**config.mk**
```make
export PLATFORM = sky130hd
export DESIGN_NAME = dram_page_reader
export DESIGN_NICKNAME = d
export VERILOG_FILES = /design/src/rtl/dpc_pkg.sv /design/src/rtl/dpc_refresh_timer.sv /design/src/rtl/dpc_page_tracker.sv /design/src/rtl/dpc_sequencer.sv /design/src/rtl/dram_page_reader.sv
export SDC_FILE = /design/constraint.sdc
export NUM_CORES = 1
export LEC_CHECK = 0
export CORE_MARGIN = 2
export CORE_UTILIZATION = 39
export CTS_BUF_LIST = sky130_fd_sc_hd__clkbuf_4 sky130_fd_sc_hd__clkbuf_8
export DETAILED_ROUTE_END_ITERATION = 8
export DONT_BUFFER_PORTS = 1
export PLACE_DENSITY = 0.52
export SLEW_MARGIN = 10
export SYNTH_ARGS = -nofsm -noshare
export SYNTH_HDL_FRONTEND = slang
export SYNTH_SLANG_ARGS = --single-unit
```
**constraint.sdc**
```tcl
create_clock -name clk -period 2.82 [get_ports clk]
set_input_delay 0.564 -clock clk [delete_from_list [all_inputs] [get_ports clk]]
set_output_delay 0.564 -clock clk [all_outputs]
set_load 0.02 [all_outputs]
```
**src/rtl/dpc_pkg.sv**
```systemverilog
// Package: shared types for the page-mode DRAM line reader.
// Assumes: nothing beyond IEEE 1800-2017 enums.
package dpc_pkg;
    typedef enum logic [1:0] {
        SEQ_IDLE = 2'd0,
        SEQ_READ = 2'd1,
        SEQ_REFR = 2'd2
    } seq_state_t;
endpackage

```
**src/rtl/dpc_refresh_timer.sv**
```systemverilog
// Module: free-running refresh interval timer.
// Raises a pending flag every INTERVAL cycles. The flag stays up until the
// sequencer takes the refresh. Assumes INTERVAL >= 2.
module dpc_refresh_timer #(
    parameter int INTERVAL = 300,
    localparam int CW = $clog2(INTERVAL + 1)
) (
    input  logic clk,
    input  logic rst_n,
    input  logic ref_take,
    output logic ref_pend
);
    logic [CW-1:0] tick;

    // Count cycles and set or clear the pending flag.
    always_ff @(posedge clk) begin
        if (!rst_n) begin
            tick     <= '0;
            ref_pend <= 1'b0;
        end else begin
            if (ref_take) ref_pend <= 1'b0;
            if (tick == CW'(INTERVAL - 1)) begin
                tick     <= '0;
                ref_pend <= 1'b1;
            end else begin
                tick <= tick + 1'b1;
            end
        end
    end
endmodule

```
**src/rtl/dpc_page_tracker.sv**
```systemverilog
// Module: open-page tracker with hit and miss statistics.
// Remembers the row of the last accepted request and whether it is still
// open. Refresh closes it. Assumes accept and close are never both high.
module dpc_page_tracker #(
    parameter int ROW_W = 10,
    parameter int CNT_W = 16
) (
    input  logic             clk,
    input  logic             rst_n,
    input  logic             accept,
    input  logic [ROW_W-1:0] req_row,
    input  logic             close,
    output logic             page_hit,
    output logic             page_open,
    output logic [CNT_W-1:0] hit_cnt,
    output logic [CNT_W-1:0] miss_cnt
);
    logic [ROW_W-1:0] open_row;

    // Hit when a row is open and it matches the requested row.
    always_comb page_hit = page_open && (open_row == req_row);

    // Track the open row and count the hits and misses.
    always_ff @(posedge clk) begin
        if (!rst_n) begin
            open_row  <= '0;
            page_open <= 1'b0;
            hit_cnt   <= '0;
            miss_cnt  <= '0;
        end else if (close) begin
            page_open <= 1'b0;
        end else if (accept) begin
            open_row  <= req_row;
            page_open <= 1'b1;
            if (page_hit) hit_cnt  <= hit_cnt + 1'b1;
            else          miss_cnt <= miss_cnt + 1'b1;
        end
    end
endmodule

```
**src/rtl/dpc_sequencer.sv**
```systemverilog
// Module: strobe and beat sequencer.
// A phase counter drives the RAS/CAS/address decode for line reads and for
// refresh cycles. Each beat is captured at the end of its CAS-low cycle. It
// relies on the DRAM holding its output data until the next CAS.
// Assumes MISS_LAT >= 8 and HIT_LAT >= 2.
module dpc_sequencer #(
    parameter int ROW_W    = 10,
    parameter int LCOL_W   = 7,
    parameter int BEATS    = 4,
    parameter int DATA_W   = 64,
    parameter int MISS_LAT = 10,
    parameter int HIT_LAT  = 3,
    parameter int PRE_CYC  = 2,
    parameter int REF_HOLD = 4,
    localparam int BEAT_W  = $clog2(BEATS),
    localparam int COL_W   = LCOL_W + BEAT_W,
    localparam int PIN_W   = (ROW_W > COL_W) ? ROW_W : COL_W
) (
    input  logic              clk,
    input  logic              rst_n,
    input  logic              accept,
    input  logic              page_hit,
    input  logic              page_open,
    input  logic              ref_take,
    input  logic [ROW_W-1:0]  req_row,
    input  logic [LCOL_W-1:0] req_lcol,
    input  logic [DATA_W-1:0] dram_dq,
    output logic              seq_idle,
    output logic [PIN_W-1:0]  dram_addr,
    output logic              dram_ras_n,
    output logic              dram_cas_n,
    output logic [DATA_W-1:0] rd_data,
    output logic              rd_valid,
    output logic              rd_last
);
    import dpc_pkg::*;

    localparam int MISS_CAS = MISS_LAT - 2;
    localparam int HIT_CAS  = HIT_LAT - 2;
    localparam int RAS_ON   = PRE_CYC + 1;
    localparam int REF_CAS  = PRE_CYC;
    localparam int REF_RAS  = PRE_CYC + 1;
    localparam int REF_END  = REF_RAS + REF_HOLD;
    localparam int PH_MAX   = MISS_CAS + 2 * BEATS + REF_END;
    localparam int PH_W     = $clog2(PH_MAX + 1);

    seq_state_t        state;
    logic [PH_W-1:0]   ph;
    logic              miss_r;
    logic [BEAT_W-1:0] beat;
    logic [ROW_W-1:0]  row_r;
    logic [LCOL_W-1:0] lcol_r;
    logic [PH_W-1:0]   first_cas;
    logic              cas_beat;
    logic              beat_end;

    // Phase of the first column strobe for this access.
    always_comb first_cas = miss_r ? PH_W'(MISS_CAS) : PH_W'(HIT_CAS);

    // A beat's CAS-low cycle: every other phase from the first CAS phase.
    always_comb begin
        cas_beat = (state == SEQ_READ) && (ph >= first_cas) && (ph[0] == first_cas[0]);
        beat_end = cas_beat && (beat == BEAT_W'(BEATS - 1));
    end

    always_comb seq_idle = (state == SEQ_IDLE);

    // Decode strobes and the address pins from the state and the phase.
    always_comb begin
        dram_ras_n = 1'b1;
        dram_cas_n = 1'b1;
        dram_addr  = '0;
        unique case (state)
            SEQ_IDLE: dram_ras_n = !page_open;
            SEQ_READ: begin
                dram_ras_n = miss_r && (ph < PH_W'(RAS_ON));
                dram_cas_n = !cas_beat;
                if (miss_r && (ph < PH_W'(MISS_CAS - 1)))
                    dram_addr = PIN_W'(row_r);
                else
                    dram_addr = PIN_W'({lcol_r, beat});
            end
            SEQ_REFR: begin
                dram_cas_n = !((ph >= PH_W'(REF_CAS)) && (ph < PH_W'(REF_END)));
                dram_ras_n = !((ph >= PH_W'(REF_RAS)) && (ph < PH_W'(REF_END)));
            end
            default: ;
        endcase
    end

    // Advance the state, the phase counter and the beat counter.
    always_ff @(posedge clk) begin
        if (!rst_n) begin
            state  <= SEQ_IDLE;
            ph     <= '0;
            miss_r <= 1'b0;
            beat   <= '0;
            row_r  <= '0;
            lcol_r <= '0;
        end else begin
            unique case (state)
                SEQ_IDLE: begin
                    ph   <= '0;
                    beat <= '0;
                    if (ref_take) begin
                        state <= SEQ_REFR;
                    end else if (accept) begin
                        state  <= SEQ_READ;
                        miss_r <= !page_hit;
                        row_r  <= req_row;
                        lcol_r <= req_lcol;
                    end
                end
                SEQ_READ: begin
                    ph <= ph + 1'b1;
                    if (cas_beat) beat <= beat + 1'b1;
                    if (beat_end) state <= SEQ_IDLE;
                end
                SEQ_REFR: begin
                    ph <= ph + 1'b1;
                    if (ph == PH_W'(REF_END)) state <= SEQ_IDLE;
                end
                default: state <= SEQ_IDLE;
            endcase
        end
    end

    // Capture the held DRAM output as each CAS-low cycle closes.
    always_ff @(posedge clk) begin
        if (!rst_n) begin
            rd_valid <= 1'b0;
            rd_last  <= 1'b0;
            rd_data  <= '0;
        end else begin
            rd_valid <= cas_beat;
            rd_last  <= beat_end;
            if (cas_beat) rd_data <= dram_dq;
        end
    end
endmodule

```
**src/rtl/dram_page_reader.sv**
```systemverilog
// Module: top of the page-mode DRAM line reader.
// Ties the refresh timer, the page tracker and the sequencer together. A
// request is taken only when the sequencer is idle and no refresh is waiting.
// Assumes a read-only client: write-enable is held inactive.
module dram_page_reader #(
    parameter int ROW_W            = 10,
    parameter int LCOL_W           = 7,
    parameter int BEATS            = 4,
    parameter int DATA_W           = 64,
    parameter int CNT_W            = 16,
    parameter int MISS_LAT         = 10,
    parameter int HIT_LAT          = 3,
    parameter int REFRESH_INTERVAL = 300,
    localparam int BEAT_W = $clog2(BEATS),
    localparam int COL_W  = LCOL_W + BEAT_W,
    localparam int PIN_W  = (ROW_W > COL_W) ? ROW_W : COL_W,
    localparam int ADDR_W = ROW_W + LCOL_W
) (
    input  logic              clk,
    input  logic              rst_n,
    input  logic              req_valid,
    output logic              req_ready,
    input  logic [ADDR_W-1:0] req_addr,
    output logic [PIN_W-1:0]  dram_addr,
    output logic              dram_ras_n,
    output logic              dram_cas_n,
    output logic              dram_we_n,
    input  logic [DATA_W-1:0] dram_dq,
    output logic [DATA_W-1:0] rd_data,
    output logic              rd_valid,
    output logic              rd_last,
    output logic [CNT_W-1:0]  hit_count,
    output logic [CNT_W-1:0]  miss_count
);
    logic              ref_pend;
    logic              ref_take;
    logic              seq_idle;
    logic              accept;
    logic              page_hit;
    logic              page_open;
    logic [ROW_W-1:0]  req_row;
    logic [LCOL_W-1:0] req_lcol;

    // Split the line address and form the handshake terms.
    always_comb begin
        req_row   = req_addr[ADDR_W-1 -: ROW_W];
        req_lcol  = req_addr[LCOL_W-1:0];
        req_ready = seq_idle && !ref_pend;
        accept    = req_valid && req_ready;
        ref_take  = seq_idle && ref_pend;
        dram_we_n = 1'b1;
    end

    dpc_refresh_timer #(.INTERVAL(REFRESH_INTERVAL)) refresh_i (
        .clk      (clk),
        .rst_n    (rst_n),
        .ref_take (ref_take),
        .ref_pend (ref_pend)
    );

    dpc_page_tracker #(.ROW_W(ROW_W), .CNT_W(CNT_W)) tracker_i (
        .clk       (clk),
        .rst_n     (rst_n),
        .accept    (accept),
        .req_row   (req_row),
        .close     (ref_take),
        .page_hit  (page_hit),
        .page_open (page_open),
        .hit_cnt   (hit_count),
        .miss_cnt  (miss_count)
    );

    dpc_sequencer #(
        .ROW_W(ROW_W), .LCOL_W(LCOL_W), .BEATS(BEATS), .DATA_W(DATA_W),
        .MISS_LAT(MISS_LAT), .HIT_LAT(HIT_LAT)
    ) seq_i (
        .clk        (clk),
        .rst_n      (rst_n),
        .accept     (accept),
        .page_hit   (page_hit),
        .page_open  (page_open),
        .ref_take   (ref_take),
        .req_row    (req_row),
        .req_lcol   (req_lcol),
        .dram_dq    (dram_dq),
        .seq_idle   (seq_idle),
        .dram_addr  (dram_addr),
        .dram_ras_n (dram_ras_n),
        .dram_cas_n (dram_cas_n),
        .rd_data    (rd_data),
        .rd_valid   (rd_valid),
        .rd_last    (rd_last)
    );
endmodule

```
# == Word-level counts from Yosys, hierarchy flattened ==
# Cells that the tools add are included.
# totals
ff_bits,146
in_bits,84
output_inout_bits,112
wordCells,84
# op_classes
addsub,5
magnitude_cmp,5
n_eq_ne,11
n_mux,15
n_bitwise,3
reduce_logical,30
# ops
cell,count
16-bit by 1-bit adder with 16-bit output (second input constant),2
10-bit 2-to-1 mux,2
3-bit AND reduction,4
1-bit logical AND,11
10-bit equality test,1
5-bit by 2-bit >= comparator with 1-bit output (second input constant),2
2-bit 2-to-1 mux,5
5-bit case mux with 2 select lines,1
9-bit by 1-bit adder with 9-bit output (second input constant),1
9-bit equality test (second input constant),1
1-bit logical NOT,6
2-bit by 1-bit inequality test with 1-bit output (second input constant),3
2-bit case mux with 3 select lines,1
2-bit nonzero test,3
2-bit OR reduction,3
5-bit by 1-bit adder with 5-bit output (second input constant),1
5-bit by 3-bit equality test with 1-bit output (second input constant),1
5-bit >= comparator,1
5-bit by 2-bit less-than comparator with 1-bit output (second input constant),1
5-bit by 3-bit less-than comparator with 1-bit output (second input constant),1
2-bit equality test (second input constant),2
4-bit 2-to-1 mux,1
2-bit case mux with 2 select lines,1
2-bit AND reduction,2
9 further kinds,12

# == Depth between registers and ports, before layout ==
# logic_depth
word_depth,7
mapped_depth,9
mapped_depth_nobuf,7

# == By module ==
# Synthesis repeated with hierarchy kept, for this count alone.
# hier_totals
hier_cells,761
area_unflattened_um2,6359.8
# modules_own_cells
mod,n_inst,cells_each,area_per_inst_um2,seq_area_each_um2
dpc_sequencer,1,459,3878.7,1861.8
dpc_page_tracker,1,247,1995.7,860.8
dpc_refresh_timer,1,50,447.9,200.2
dram_page_reader,1,5,37.5,0.0

# == Least setup slack after synthesis ==
# No wires, ideal clock.
# synth_timing
path_kind,reg-to-output
startpoint,register seq_i.miss_r
endpoint,output dram_cas_n
t_arrival_ps,1687
required_ps,2256
path_slack_ps,569
path_stages_with_launch,7
path_buffers,1
path_cell_list,dfxtp_1 inv_1 ha_1 o311ai_1 clkbuf_1 nand2_1 nand3_1
# synth_between
elab_chain_len,6
word_cells_on_any_way,7
classes_between,1 x order compare; 1 x eq/ne; 2 x mux; 3 x reduce/logical
# synth_rtl
element,line,text
from (decl),dpc_sequencer.sv:49,logic miss_r;
from (signal assigned),dpc_sequencer.sv:109,miss_r <= !page_hit;
4-bit 2-to-1 mux *,dpc_sequencer.sv:58,always_comb first_cas = miss_r ? PH_W'(MISS_CAS) : PH_W'(HIT_CAS);
5-bit >= comparator,dpc_sequencer.sv:62,cas_beat = (state == SEQ_READ) && (ph >= first_cas) && (ph[0] == first_cas[0]);
1-bit logical AND,dpc_sequencer.sv:62,
1-bit logical AND *,dpc_sequencer.sv:62,
1-bit logical NOT *,dpc_sequencer.sv:77,dram_cas_n = !cas_beat;
1-bit case mux with 2 select lines *,dpc_sequencer.sv:73,unique case (state)
to (decl),dram_page_reader.sv:26,"output logic dram_cas_n,"
# Mark *: on every way between the ends. The rest lies on a longest branch, timed or not.

# == Worst setup path in the final report ==
# layout_timing
startpoint,register seq_i.ph[1]
endpoint,output dram_addr[0]
# layout_between
elab_chain_len,4
# layout_rtl
element,line,text
from (decl),dpc_sequencer.sv:48,logic [PH_W-1:0] ph;
from (signal assigned),dpc_sequencer.sv:115,ph <= ph + 1'b1;
from (signal assigned),dpc_sequencer.sv:120,ph <= ph + 1'b1;
5-bit by 3-bit less-than comparator with 1-bit output,dpc_sequencer.sv:78,if (miss_r && (ph < PH_W'(MISS_CAS - 1)))
1-bit logical AND,dpc_sequencer.sv:78,
10-bit 2-to-1 mux,dpc_sequencer.sv:78,
10-bit 2-to-1 mux,dpc_sequencer.sv:73,
to (decl),dram_page_reader.sv:24,"output logic [PIN_W-1:0] dram_addr,"
# No other way between the ends.

==> results_dict.tcl <==
set metrics [dict create \
    fin_skew_ns 0.0119 \
    multi_input_area_mm2 0.00286 \
    finalCoreUtilization_pct 43.8 \
    die_x_um 128 \
    start_kind "register" \
    worstHoldPathCells 2 \
    htreeDepth 4 \
    layout-drive-gt1-share_pct 8.53 \
    synth_area_mm2 0.00600 \
    worstMarginPinSlew_ns 0.755 \
    postRouteAntennaNets 0 \
    grt_pass1_vias 4822 \
    port_buffers 0 \
    drc 0 \
    coreArea_mm2 0.0151 \
    synth_edf_count 0 \
    clkLatencyLatePin_ns 0.43 \
    rsz0062_at_grt "no" \
    cts_root_buf "clkbuf_8" \
    crit_arrival_ns 2.02 \
    criticalPathCategory "reg2out" \
    r2r_end "tracker_i.hit_cnt[8]" \
    hp-class "in2reg" \
    dp_hpwl_um 10000 \
    syn_nets 840 \
    r2r_setup_slack_ns 0.57 \
    rows 45 \
    powerDensity_mw_per_mm2 647 \
    antenna_found_initial 0 \
    gp_congestion 0.782 \
    max_freq_ghz 0.386 \
    drv_slew 0 \
    synthCells 744 \
    ir_worst_vdd_v 0.000290 \
    synthDistinctLibCells 51 \
    seq_area_mm2 0.00292 \
    overflow 0 \
    n_antenna_cell 0 \
    clk_pin_slew_ns 0.08 \
    wire_per_inst_um 15.5 \
    ys_ff_latch 146 \
    regToRegStartpoint "seq_i.state[1]" \
    outcome "complete, no violations" \
    syn_to_final_growth_pct 10.1 \
    worstSetupEndpointType "primary output" \
    r2r_cells 7 \
    initial_utilization_pct 39.8 \
    p_leak_nw 2.22 \
    finalNetCount 833 \
    io_pins 196 \
    crit_required_ns 2.26 \
    min_to "seq_i.rd_data[29]" \
    die_height_um 128 \
    final.period_utilization_pct 91.8 \
    setup_tns_ns 0 \
    finalCriticalPeriod_ns 2.59 \
    cts_buffer_depth 2 \
    slew_headroom_pct 49.6 \
    cts_tree "done" \
    avgSynthCellArea_um2 8.06 \
    via_per_inst 5.33 \
    grtUsageTotal_pct 17.6 \
    yosysSeqAreaShare_pct 48.7 \
    synthArstFlopShare_pct 0 \
    ys_warn_count 0 \
    cts_made_buffers 17 \
    via_count 4999 \
    grt_max_degree 69 \
    setup_viol 0 \
    cts_sinks 146 \
    hold_viol 0 \
    dieArea_mm2 0.0164 \
    drt_iter0_drc 187 \
    min_from "dram_dq[29]" \
    ys.flop_type "dfxtp_1" \
    grt_first_pass_wirelength_um 23300 \
    fillers 1521 \
    drt-pass1-iter-count 4 \
    cp_max_fo 13 \
    cap_viol_max_count 0 \
    drt-total-wl_um 14600 \
]
what timing repair did:
item / in CTS / in global routing
gates resized for setup: 0 / 1
buffers inserted: 0 / 0
endpoints found under the setup margin: 0 / 1
hold buffers: 0 / 0
routing by layer:
layer	vias to the layer above	global-route usage [%]	share of wire (%)
met5	-	0	0
met2	143	29.3	48
li1	2523	-	-
met3	6	7.43	9.1
met4	0	6.72	0.73
met1	2327	20.3	42
layout make-up:
class	instances	area share (%)
flip-flops and latches	146	44.3
multi-input cells	540	43.3
clock buffers	19	3.77
well taps	188	3.56
repair buffers	18	2.24
clock inverters	13	2.07
inverters	14	0.834
power by group:
part           total, mW  switching, mW  internal [mW]
clock network       1.59          0.788          0.803
logic              0.392          0.259          0.133
registers           2.29          0.136           2.15
total               4.27           1.18           3.09
stage by stage:
step	area (um2)	cells	hold slack [ns]	power (mW)	setup WS (ns)
after floorplan	6000	744	0.430	2.62	0.569
after global placement	6220	906	0.443	2.72	0.518
after detailed placement	6220	906	0.446	2.74	0.445
after CTS	6600	938	0.217	4.35	0.0768
after global routing	6600	938	0.226	4.49	0.0192
final	6600	938	0.257	4.27	0.231
sequential cells by signal, summed over array words and instances, names as in the netlist, 2 cells and up:
register / count
seq_i.state: 2
tracker_i.miss_cnt: 16
seq_i.rd_data: 64
seq_i.ph: 5
refresh_i.tick: 9
seq_i.beat: 2
seq_i.lcol_r: 7
tracker_i.open_row: 10
seq_i.row_r: 10
tracker_i.hit_cnt: 16
worst max-delay path, cell delays in order, from the launching register on:
cell and delay, ns:
dfxtp_1 0.45, a311oi_1 0.13, buf_4 0.20, nand2_1 0.25
nand2_1 0.08, a21boi_0 0.28, buf_4 0.21
worst max-delay path by stage:
stage	start	to	slack, ns
finish	seq_i.ph[1]	dram_addr[0]	0.23
global route	seq_i.ph[1]	dram_addr[0]	0.02
CTS	seq_i.miss_r	dram_cas_n	0.08
detailed placement	seq_i.miss_r	seq_i.beat[1]	0.44
global placement	req_addr[14]	tracker_i.hit_cnt[14]	0.52
floorplan	seq_i.miss_r	dram_cas_n	0.57
cells in the final DEF, fill, tap and decap left out, types with 3 or more instances in the layout:
cell	synthesis	final
and3_1	4	4
a21oi_1	125	125
nor2b_1	5	5
o31ai_1	15	15
or4_1	15	15
nand2_1	210	210
ha_1	12	12
and4_1	3	3
o21ai_0	14	14
dfxtp_1	146	145
xor2_1	16	16
a21boi_0	9	9
mux2i_1	3	3
inv_1	13	13
clkinv_2	0	4
nand4_1	7	7
nand2b_1	3	3
clkbuf_8	0	17
buf_4	3	17
nor2_1	25	25
nand3_1	29	29
nor4_1	3	3
clkinvlp_4	0	4
xnor2_1	6	6
or3_1	9	9
cells in the mapped netlist, drive strengths merged, types with 2 or more instances:
| cell type | instances | area (um2) |
|---|---|---|
| or4 | 15 | 113 |
| nor2b | 5 | 31.3 |
| or2 | 3 | 18.8 |
| and4 | 3 | 26.3 |
| or4b | 2 | 20.0 |
| ha | 12 | 150 |
| nand3 | 30 | 155 |
| nor2 | 25 | 93.8 |
| xnor2 | 6 | 52.6 |
| mux2i | 3 | 30.0 |
| o31ai | 15 | 113 |
| nand2b | 3 | 18.8 |
| inv | 14 | 52.6 |
| buf | 11 | 62.6 |
| a21oi | 125 | 626 |
| nand4 | 8 | 56.3 |
| o21ai | 14 | 70.1 |
| nor4 | 5 | 43.8 |
| clkbuf | 33 | 124 |
| or3 | 11 | 71.3 |
| dfxtp | 146 | 2920 |
| and3 | 5 | 32.5 |
| nand2 | 210 | 788 |
| a21boi | 9 | 67.6 |
| xor2 | 16 | 140 |
logic make-up (layout without fill, tap and decap cells):
logic type                 after synthesis  in the layout  share of synthesized area [%]
DFF                                    146            146                           48.7
muxes                                    3              3                          0.501
xor gates and xnor gates                22             22                           3.21
and+or+nand+nor                        328            328                           24.8
other                                    1              1                         0.0625
AOI/OAI and AO/OA                      174            174                           16.2
buffers and inverters                   58             64                           3.98
adders and majority gates               12             12                           2.50
(Power assumes the default switching activity.)
